$ cat src/rtl/ddr_div_pkg.sv
package ddr_div_pkg;
  // default pad / operand width
  parameter int unsigned DDR_DW_DEF = 8;

  // which half of the clock a launched word occupies
  typedef enum logic {
    HALF_LOW  = 1'b0,
    HALF_HIGH = 1'b1
  } half_e;
endpackage

$ cat src/rtl/ddr_capture.sv
module ddr_capture #(
  parameter int unsigned DW = ddr_div_pkg::DDR_DW_DEF
) (
  input  logic          clk,
  input  logic          rst,
  input  logic [DW-1:0] pad_in,
  output logic [DW-1:0] num_o,
  output logic [DW-1:0] den_o
);
  // rising edge: first word of the pair
  always_ff @(posedge clk) begin
    if (rst) num_o <= '0;
    else     num_o <= pad_in;
  end

  // falling edge: second word of the pair
  always_ff @(negedge clk) begin
    if (rst) den_o <= '0;
    else     den_o <= pad_in;
  end
endmodule

$ cat src/rtl/udiv_stage.sv
module udiv_stage #(
  parameter int unsigned DW = ddr_div_pkg::DDR_DW_DEF
) (
  input  logic          clk,
  input  logic          rst,
  input  logic [DW-1:0] num_i,
  input  logic [DW-1:0] den_i,
  output logic [DW-1:0] quo_o,
  output logic [DW-1:0] rem_o
);
  localparam int unsigned PW = 2 * DW;

  logic [DW-1:0] quo_c, rem_c;

  always_comb begin
    if (den_i == '0) begin
      quo_c = '1;
      rem_c = num_i;
    end else begin
      quo_c = num_i / den_i;
      rem_c = num_i % den_i;
    end
  end

  always_ff @(posedge clk) begin
    if (rst) begin
      quo_o <= '0;
      rem_o <= '0;
    end else begin
      quo_o <= quo_c;
      rem_o <= rem_c;
    end
  end


  zero_den_chk: assert property (@(posedge clk) disable iff (rst)
    (den_i == '0) |=> (quo_o == '1) && (rem_o == $past(num_i)));


  rem_bound_chk: assert property (@(posedge clk) disable iff (rst)
    (den_i != '0) |=> (rem_o < $past(den_i)));


  rebuild_chk: assert property (@(posedge clk) disable iff (rst)
    (den_i != '0) |=>
      ((PW'(quo_o) * PW'($past(den_i)) + PW'(rem_o)) == PW'($past(num_i))));
endmodule

$ cat src/rtl/ddr_launch.sv
module ddr_launch #(
  parameter int unsigned DW         = ddr_div_pkg::DDR_DW_DEF,
  parameter bit          HALF_DELAY = 1'b0
) (
  input  logic          clk,
  input  logic          rst,
  input  logic          oe_in,
  input  logic [DW-1:0] quo_i,
  input  logic [DW-1:0] rem_i,
  output logic [DW-1:0] pad_out,
  output logic          pad_oe
);
  import ddr_div_pkg::*;

  logic  oe_q;
  half_e half;

  always_ff @(posedge clk) begin
    if (rst) oe_q <= 1'b0;
    else     oe_q <= oe_in;
  end

  assign half    = half_e'(clk);
  assign pad_out = (half == HALF_HIGH) ? quo_i : rem_i;

  generate
    if (HALF_DELAY) begin : g_delay
      logic oe_n;
      always_ff @(negedge clk) begin
        if (rst) oe_n <= 1'b0;
        else     oe_n <= oe_q;
      end
      assign pad_oe = oe_q & oe_n;
    end else begin : g_direct
      assign pad_oe = oe_q;
    end
  endgenerate


  no_drive_chk: assert property (@(posedge clk) disable iff (rst)
    !oe_in |=> !pad_oe);


  reset_quiet_chk: assert property (@(posedge clk)
    $past(rst) |-> !pad_oe);
endmodule

$ cat src/rtl/ddr_div_loop.sv
module ddr_div_loop #(
  parameter int unsigned DW         = ddr_div_pkg::DDR_DW_DEF,
  parameter bit          HALF_DELAY = 1'b0
) (
  input  logic          clk,
  input  logic          rst,
  input  logic          oe,
  input  logic [DW-1:0] pad_in,
  output logic [DW-1:0] pad_out,
  output logic          pad_oe
);
  logic [DW-1:0] num, den, quo, rem;

  ddr_capture #(.DW(DW)) u_cap (
    .clk(clk), .rst(rst), .pad_in(pad_in), .num_o(num), .den_o(den)
  );

  udiv_stage #(.DW(DW)) u_div (
    .clk(clk), .rst(rst), .num_i(num), .den_i(den), .quo_o(quo), .rem_o(rem)
  );

  ddr_launch #(.DW(DW), .HALF_DELAY(HALF_DELAY)) u_out (
    .clk(clk), .rst(rst), .oe_in(oe), .quo_i(quo), .rem_i(rem),
    .pad_out(pad_out), .pad_oe(pad_oe)
  );
endmodule

$ cat config.mk
export PLATFORM = sky130hd
export DESIGN_NAME = ddr_div_loop
export DESIGN_NICKNAME = d
export VERILOG_FILES = /design/src/rtl/ddr_div_pkg.sv /design/src/rtl/ddr_capture.sv /design/src/rtl/udiv_stage.sv /design/src/rtl/ddr_launch.sv /design/src/rtl/ddr_div_loop.sv
export SDC_FILE = /design/constraint.sdc
export NUM_CORES = 1
export LEC_CHECK = 0
export ABC_AREA = 1
export BUFFER_PORTS_ARGS = -buffer_cell sky130_fd_sc_hd__buf_2
export CAP_MARGIN = 40
export CORE_MARGIN = 2
export CORE_UTILIZATION = 25
export CTS_BUF_LIST = sky130_fd_sc_hd__clkbuf_8
export DETAILED_ROUTE_END_ITERATION = 16
export MAX_ROUTING_LAYER = met4
export PLACE_DENSITY = 0.46
export REMOVE_ABC_BUFFERS = 1
export SYNTH_ARGS = -nofsm -noshare
export SYNTH_HDL_FRONTEND = slang
export SYNTH_SLANG_ARGS = --single-unit
$ cat constraint.sdc
create_clock -name clk -period 10.3 [get_ports clk]
set_input_delay 1.03 -clock clk [delete_from_list [all_inputs] [get_ports clk]]
set_output_delay 1.03 -clock clk [all_outputs]
set_load 0.1 [all_outputs]
* Yosys cells after proc, flatten, opt, wreduce, memory -nomap -nowiden *
Cells that the tools add are included.

cells by class
  reduce and logical (&&, ||, !) cells = 1
  mux-type cells = 4
  div/mod/pow operators = 2

operator list
  operator                       count
  2-to-1 mux 8 bit               4
  divider 8 x 8 -> 8 bit         1
  zero test 8 bit                1
  remainder unit 8 x 8 -> 8 bit  1

storage, ports and cells
  bits in registers = 33
  input bits = 11
  output and inout bits = 9

* Logic depth before layout (Yosys ltp) *
Gate-level depths: netlist (run 1).

  depth in word-level cells = 2
  mapped depth = 72

* Cells and area by module *
From an unflattened synthesis (run 1), not the netlist that was laid out.

unflattened totals
  cell total of the unflattened synthesis = 444
  area total of the unflattened synthesis = 3001.6 µm²

modules (own cells, without submodules)
  module       area each (µm²)  instances  sequential area each (µm²)  cells each
  udiv_stage   2473.6           1          320.3                       381
  ddr_capture  395.4            1          320.3                       34
  ddr_launch   132.6            1          20.0                        29

==> impl_metrics.toml, run 1 <==
[finish]
drive_gt1_share_pct = 54.2
diodes = 0
nFillCells = 1111
fin_area_um2 = 5530
syn_to_final_growth_pct = 85.1
final_cells = 796
fin_nets = 700

[worst_hold_path]
hold_end = "u_div.rem_o[0]$_SDFF_PP0_"
hold_depth = 2
hp-start = "u_cap.num_o[0]$_DFF_P_"
hold_path_class = "reg2reg"

[logic_synthesis]
synth_cell_types = 39
netlist_area_um2 = 2990
syn_inst = 447
ys_seq_area_share_pct = 22.1
synth_seq_cells = 33
yosys_warnings = 0
postSynth.asyncResetShare_pct = 0
syn_avg_cell_area_um2 = 6.68
synth_flop_cell = "dfxtp_1"
synth_edf_count = 0

[floorplan]
core-area_um2 = 11600
fp.dieH_um = 113
start_util_pct = 25.8
dieArea_um2 = 12800
rows = 39
die_x_um = 113
io_pins = 20

[drt]
remaining_drc_errors = 0
dr.pass1.iters = 4
ant_nets = 0
via_count = 3578
wire_per_inst_um = 13.6
vias_per_cell = 4.49
drt_wl_total_mm = 10.8
drt_iter0_markers = 193

[grt]
grt_overflow = 0
grt_pass1_vias = 3654
grt_first_pass_wirelength_mm = 16.3
grt_usage_pct = 16.2
grt_max_degree = 20
antenna_found_initial = 0

[placed_design]
hpwl_mm = 7.37
numPortBuffers = 19
place.gp.congestion = 0.871
dp_cells = 726
place_area_um2 = 4170

[outcome]
violations = "setup timing"
status = "complete, but fails checks"

[timing]
worst-slew-pin-transition_ns = 0.492
relSlewSlack_pct = 67.4
clock_skew_ns = 0.0637
hold_viol = 0
slew_viol_final = 0
final.setup.tns_ns = -36.27
setup_viol = 11
worst_slack_ns = -3.73
rsz0062_at_grt = "true"
holdWs_ns = 0.539

[critical_path]
startpoint_type = "flop"
r2r_end = "u_div.rem_o[5]$_SDFF_PP0_"
required_ns = 10.65
cp-end-kind = "flop"
r2r_start = "u_cap.den_o[0]$_DFF_N_"
cpMostUsedCell = "buf_4"
slowest_stage = "dfxtp_2"
r2r_cells = 67
worstPathArrival_ns = 14.37
cp_num_buf_inv = 18
path_depth = 67
criticalPathCategory = "reg2reg"
slowest_delay_ns = 0.34
crit_fanout = 8
crit_path_start = "u_cap.den_o[0]$_DFF_N_"
cpLargestDelayFamily = "simple AND/OR/NAND/NOR gates"
rrSetupSlack_ns = -3.73

[run]
maxCapViolations = 0

[cts]
cts.clk_slew.worst_paths_ns = 0.09
tritoncts = "built"
clk_latency_ns = 0.47
holdBufCountCts = 0
## logic make-up after synthesis
logic type	count (synthesis)	synth area share, %
buffers and inverters	86	10.8
flip-flops	33	22.1
XOR/XNOR	16	4.69
AND/OR/NAND/NOR	205	32.5
adder cells (fa/ha/maj)	38	16.2
AO/OA/AOI/OAI	69	13.7
## sequential cells by signal, summed over array words and instances, names as in the netlist
register,count
u_cap.den_o,8
u_cap.num_o,8
u_div.quo_o,8
u_div.rem_o,8
u_out.pad_oe,1
## synthesized netlist by cell type (3+ instances only)
cell type / count / share of area (%)
nand2_1: 111 / 14
dfxtp_1: 33 / 22
inv_2: 3 / 0.38
nand3_2: 6 / 2.0
or2_2: 6 / 1.3
nand4_1: 4 / 0.84
inv_1: 74 / 9.3
nor3_2: 3 / 1.0
xnor2_1: 4 / 1.2
and2_1: 5 / 1.0
nor2_4: 4 / 1.5
a22oi_1: 3 / 0.75
o21ai_2: 6 / 1.8
nand2_2: 4 / 0.84
nor2_1: 21 / 2.6
nor3_1: 7 / 1.2
a21oi_1: 25 / 4.2
clkbuf_1: 7 / 0.88
ha_1: 37 / 15
nand3_1: 26 / 4.4
o21ai_0: 22 / 3.7
xor2_1: 12 / 3.5
## cells in the final DEF (no fill, tap or decap), drive strengths merged, types with 10 or more instances in the layout
cell type and n:
o21ai 30, dfxtp 33, xor2 12, nand3 32, nor2 26, nor3 10, nand2 116, a21oi 27
buf 185, clkinv 16, ha 37, inv 81
## through the flow
step	utilization (%)	worst slack, ns
2_1_floorplan	-	-3.65
3_3_place_gp	36.0	-4.11
3_5_place_dp	36.0	-4.27
4_1_cts	42.8	-3.62
5_1_grt	47.8	-4.21
6_report	47.8	-3.73
## worst max-delay path by stage
stage,slack (ns),end
after global placement,-4.11,u_div.rem_o[5]$_SDFF_PP0_
after detailed placement,-4.27,u_div.rem_o[5]$_SDFF_PP0_
after floorplan,-3.65,u_div.rem_o[7]$_SDFF_PP0_
final,-3.73,u_div.rem_o[5]$_SDFF_PP0_
after global routing,-4.21,u_div.rem_o[5]$_SDFF_PP0_
after CTS,-3.62,u_div.rem_o[3]$_SDFF_PP0_
## timing repair
item                                    4_1_cts  5_1_grt
gates cloned                                  0        1
pin swaps                                    39       74
resized for setup                            78      112
endpoints found under the setup margin       12       12
setup buffers                                31       11
## final cells by class
type	count	area [µm²]	area share [%]
Multi-Input combinational cell	328	2770	50.1
Timing Repair Buffer	177	1340	24.3
Sequential cell	33	662	12.0
Inverter	77	313	5.65
Tap cell	143	179	3.23
Clock buffer	17	164	2.96
Clock inverter	20	92.6	1.67
Timing Repair inverter	1	6.26	0.113
## metal layers
layer,vias up,global-route usage [%],wire [µm]
li1,1853,-,-
met1,1657,19.8,4880
met2,49,26.5,5560
met3,19,3.86,224
met4,0,4.96,148
met5,-,-,0
## worst register-to-register path: cells and delay by family (launching register included)
kind | cells | cell delay (ns)
flops | 1 | 0.34
simple gates | 29 | 2.95
compound gates | 13 | 1.76
buf+inv | 18 | 1.99
fa+ha+maj | 7 | 1.69
Power of run 1 is left out: the tool's default activity adds up to more than one toggle a clock period on the data nets, which glitch-free logic cannot reach.
==> run 2: changes to the inputs <==
--- a/config.mk
+++ b/config.mk
@@ -15,6 +15,7 @@
 export MAX_ROUTING_LAYER = met4
 export PLACE_DENSITY = 0.46
 export REMOVE_ABC_BUFFERS = 1
+export SETUP_SLACK_MARGIN = 0.5
 export SYNTH_ARGS = -nofsm -noshare
 export SYNTH_HDL_FRONTEND = slang
 export SYNTH_SLANG_ARGS = --single-unit
==> impl_metrics.toml, run 2 (synthesized netlist as in run 1, its figures left out) <==
[cts]
clk_latency_ns = 0.47
cts.clk_slew.worst_paths_ns = 0.09
tritoncts = "built"
holdBufCountCts = 0

[drt]
wl_met1_mm = 4.88
drt_iter0_markers = 195
wire_per_inst_um = 13.6
met2WireLength_mm = 5.56
ant_nets = 0
via_count = 3576
met3_length_um = 222
drt_wl_total_mm = 10.8
remaining_drc_errors = 0
vias_per_cell = 4.49
highest_layer = "met4"
dr.pass1.iters = 4

[floorplan]
fp.dieH_um = 113
rows = 39
dieArea_um2 = 12800
start_util_pct = 25.8
core-area_um2 = 11600
die_x_um = 113
io_pins = 20

[critical_path]
worstPathArrival_ns = 14.37
required_ns = 10.65
crit_fanout = 8
slowest_delay_ns = 0.34
cp-end-kind = "flop"
cpMostUsedCell = "buf_4"
startpoint_type = "flop"
criticalPathCategory = "reg2reg"
slowest_stage = "dfxtp_2"

[timing]
setup_viol = 11
worst-slew-pin-transition_ns = 0.492
worst_slack_ns = -3.73
clock_skew_ns = 0.0636
relSlewSlack_pct = 67.4
hold_viol = 0
slew_viol_final = 0
rsz0062_at_grt = "true"
holdWs_ns = 0.540

[grt]
antenna_found_initial = 0
grt_first_pass_wirelength_mm = 16.2
grt_max_degree = 20
grt_overflow = 0
grt_usage_pct = 16.2
grt_pass1_vias = 3656

[finish]
diodes = 0
final_common_cell = "buf_4"
syn_to_final_growth_pct = 85.6
final_cell_mix = "buf_4, nand2_1, inv_1, dfxtp_1, nand2_2"
drive_gt1_share_pct = 54.4
fin_nets = 701

[placed_design]
hpwl_mm = 7.37
numPortBuffers = 19
place.gp.congestion = 0.871

[outcome]
status = "complete, but fails checks"
violations = "setup timing"

[run]
maxCapViolations = 0

[worst_hold_path]
hold_path_class = "reg2reg"
run 2: path summary, 6_finish.rpt:
| check | to | cells past startpoint | slack [ns] | start |
|---|---|---|---|---|
| max | u_div.rem_o[5]$_SDFF_PP0_ | 67 | -3.73 | u_cap.den_o[0]$_DFF_N_ |
| min | u_div.rem_o[0]$_SDFF_PP0_ | 2 | 0.54 | u_cap.num_o[0]$_DFF_P_ |
| max reg2reg | u_div.rem_o[5]$_SDFF_PP0_ | 67 | -3.73 | u_cap.den_o[0]$_DFF_N_ |
| min reg2reg | u_div.rem_o[0]$_SDFF_PP0_ | 2 | 0.54 | u_cap.num_o[0]$_DFF_P_ |
run 2: area by class of cell:
cell class	count	area, µm²
multi-input cells	328	2780
repair inverters	1	6.26
well taps	143	179
fillers	1108	6020
flip-flops and latches	33	662
repair buffers	178	1350
clock inverters	20	92.6
clock buffers	17	164
inverters	77	313
run 2: what timing repair did:
item | 4_1_cts | 5_1_grt
setup buffers | 31 | 11
endpoints found under the setup margin | 12 | 12
pin swaps | 39 | 74
cloned | 0 | 1
gates resized for setup | 79 | 112
run 2: routing by layer:
layer / GRT usage [%] / vias up
li1: - / 1856
met1: 19.8 / 1654
met2: 26.5 / 47
met3: 3.86 / 19
met4: 4.96 / 0
met5: - / -
run 2: critical path, delay by kind of cell, from the launching register on:
kind / cells / cell delay, ns
and+or+nand+nor: 29 / 2.94
AOI/OAI and AO/OA: 13 / 1.76
adders and majority gates: 7 / 1.68
DFF: 1 / 0.34
buffers and inverters: 18 / 1.99
run 2: per-stage QoR:
step | util [%] | instance area (µm²) | TNS (ns) | setup slack, ns | std cells
finish | 48.0 | 5550 | -36.33 | -3.73 | 797
global route | 48.0 | 5550 | -41.45 | -4.21 | 797
CTS | 42.8 | 4950 | -35.31 | -3.62 | 785
detailed placement | 36.0 | 4170 | -42.19 | -4.27 | 726
global placement | 36.0 | 4170 | -40.39 | -4.11 | 726
floorplan | - | 2960 | -34.77 | -3.65 | 439
Power of run 2 is left out for the same reason.
==> run 3: changes to the inputs <==
--- a/config.mk
+++ b/config.mk
@@ -13,7 +13,6 @@
 export CTS_BUF_LIST = sky130_fd_sc_hd__clkbuf_8
 export DETAILED_ROUTE_END_ITERATION = 16
 export MAX_ROUTING_LAYER = met4
-export PLACE_DENSITY = 0.46
 export REMOVE_ABC_BUFFERS = 1
 export SETUP_SLACK_MARGIN = 0.5
 export SYNTH_ARGS = -nofsm -noshare
==> impl_metrics.toml, run 3 (synthesized netlist as in run 1, its figures left out) <==
[cts]
holdBufCountCts = 0
tritoncts = "built"
cts.clk_slew.worst_paths_ns = 0.09
clk_latency_ns = 0.47

[critical_path]
cpMostUsedCell = "buf_4"
required_ns = 10.61
criticalPathCategory = "reg2reg"
cp-end-kind = "flop"
r2r_cells = 68
slowest_delay_ns = 0.32
rrSetupSlack_ns = -3.63
r2r_end = "u_div.rem_o[2]$_SDFF_PP0_"
worstPathArrival_ns = 14.25
r2r_start = "u_cap.den_o[0]$_DFF_N_"
slowest_stage = "dfxtp_2"
crit_fanout = 8
startpoint_type = "flop"

[worst_hold_path]
hold_depth = 2
hold_path_class = "reg2reg"
hp-start = "u_cap.num_o[0]$_DFF_P_"
hold_end = "u_div.rem_o[0]$_SDFF_PP0_"

[timing]
slew_viol_final = 0
rsz0062_at_grt = "true"
relSlewSlack_pct = 67.7
worst_slack_ns = -3.63
hold_viol = 0
worst-slew-pin-transition_ns = 0.488
setup_viol = 11
clock_skew_ns = 0.0723

[finish]
fin_area_um2 = 5870
drive_gt1_share_pct = 60.4
diodes = 0
final_cells = 800
fin_nets = 704
nFillCells = 971
syn_to_final_growth_pct = 96.4
final_common_cell = "buf_4"
final_cell_mix = "buf_4, nand2_1, inv_1, dfxtp_1, nand2_2"

[grt]
grt_pass1_vias = 3852
antenna_found_initial = 0
grt_first_pass_wirelength_mm = 16.8
grt_usage_pct = 16.7
grt_overflow = 0
grt_max_degree = 20

[run]
maxCapViolations = 0

[placed_design]
hpwl_mm = 7.32
numPortBuffers = 19
place_area_um2 = 4170
place.gp.congestion = 0.875
dp_cells = 724

[floorplan]
die_x_um = 113
core-area_um2 = 11600
dieArea_um2 = 12800
fp.dieH_um = 113
io_pins = 20
rows = 39
start_util_pct = 25.8

[drt]
via_count = 3768
ant_nets = 0
dr.pass1.iters = 5
wire_per_inst_um = 15.1
drt_wl_total_mm = 12.1
drt_iter0_markers = 147
remaining_drc_errors = 0
vias_per_cell = 4.71

[outcome]
status = "complete, but fails checks"
violations = "setup timing"
## run 3: final cells by class
cell class | instances | area, µm² | area share, %
inverters | 77 | 319 | 5.44
repair inverters | 1 | 8.76 | 0.149
multi-input cells | 328 | 3050 | 52.0
clock inverters | 20 | 86.3 | 1.47
well taps | 143 | 179 | 3.05
repair buffers | 181 | 1400 | 23.9
flip-flops and latches | 33 | 662 | 11.3
clock buffers | 17 | 164 | 2.79
## run 3: metrics by stage
step / setup WS [ns] / setup TNS (ns) / hold slack (ns) / utilization (%)
finish: -3.63 / -35.40 / 0.547 / 50.7
global route: -4.13 / -40.61 / 0.590 / 50.7
CTS: -3.65 / -35.31 / 0.557 / 43.1
detailed placement: -4.30 / -41.92 / 0.541 / 36.0
global placement: -3.98 / -38.52 / 0.540 / 36.0
floorplan: -3.65 / -34.77 / 0.473 / -
## run 3: repair_timing
| action | in CTS | in global routing |
|---|---|---|
| gates cloned | 0 | 1 |
| pin swaps | 57 | 90 |
| setup buffers | 33 | 14 |
| gates resized for setup | 88 | 169 |
| endpoints found under the setup margin | 12 | 12 |
## run 3: metal layers
metal	wire length, µm	share of wire [%]	global-route usage [%]
met1	4760	39	19.0
met2	6580	54	28.4
met3	441	3.6	3.86
met4	324	2.7	6.75
met5	0	0	-
## run 3: how the worst max path moves through the flow
| stage | from | end |
|---|---|---|
| after floorplan | u_cap.den_o[0]$_DFF_N_ | u_div.rem_o[7]$_SDFF_PP0_ |
| after global placement | u_cap.den_o[0]$_DFF_N_ | u_div.rem_o[3]$_SDFF_PP0_ |
| after detailed placement | u_cap.den_o[0]$_DFF_N_ | u_div.rem_o[3]$_SDFF_PP0_ |
| after CTS | u_cap.den_o[0]$_DFF_N_ | u_div.rem_o[3]$_SDFF_PP0_ |
| after global routing | u_cap.den_o[0]$_DFF_N_ | u_div.rem_o[2]$_SDFF_PP0_ |
| final | u_cap.den_o[0]$_DFF_N_ | u_div.rem_o[2]$_SDFF_PP0_ |
## run 3: critical path: cells and delay by family, from the launching register on
family                   cells  cell delay (ns)
buffers and inverters       23             2.36
AO/OA/AOI/OAI                9             1.22
XOR/XNOR                     1             0.19
AND/OR/NAND/NOR             28             2.81
adder cells (fa/ha/maj)      7             1.73
flip-flops                   1             0.32
Power of run 3 is left out for the same reason.
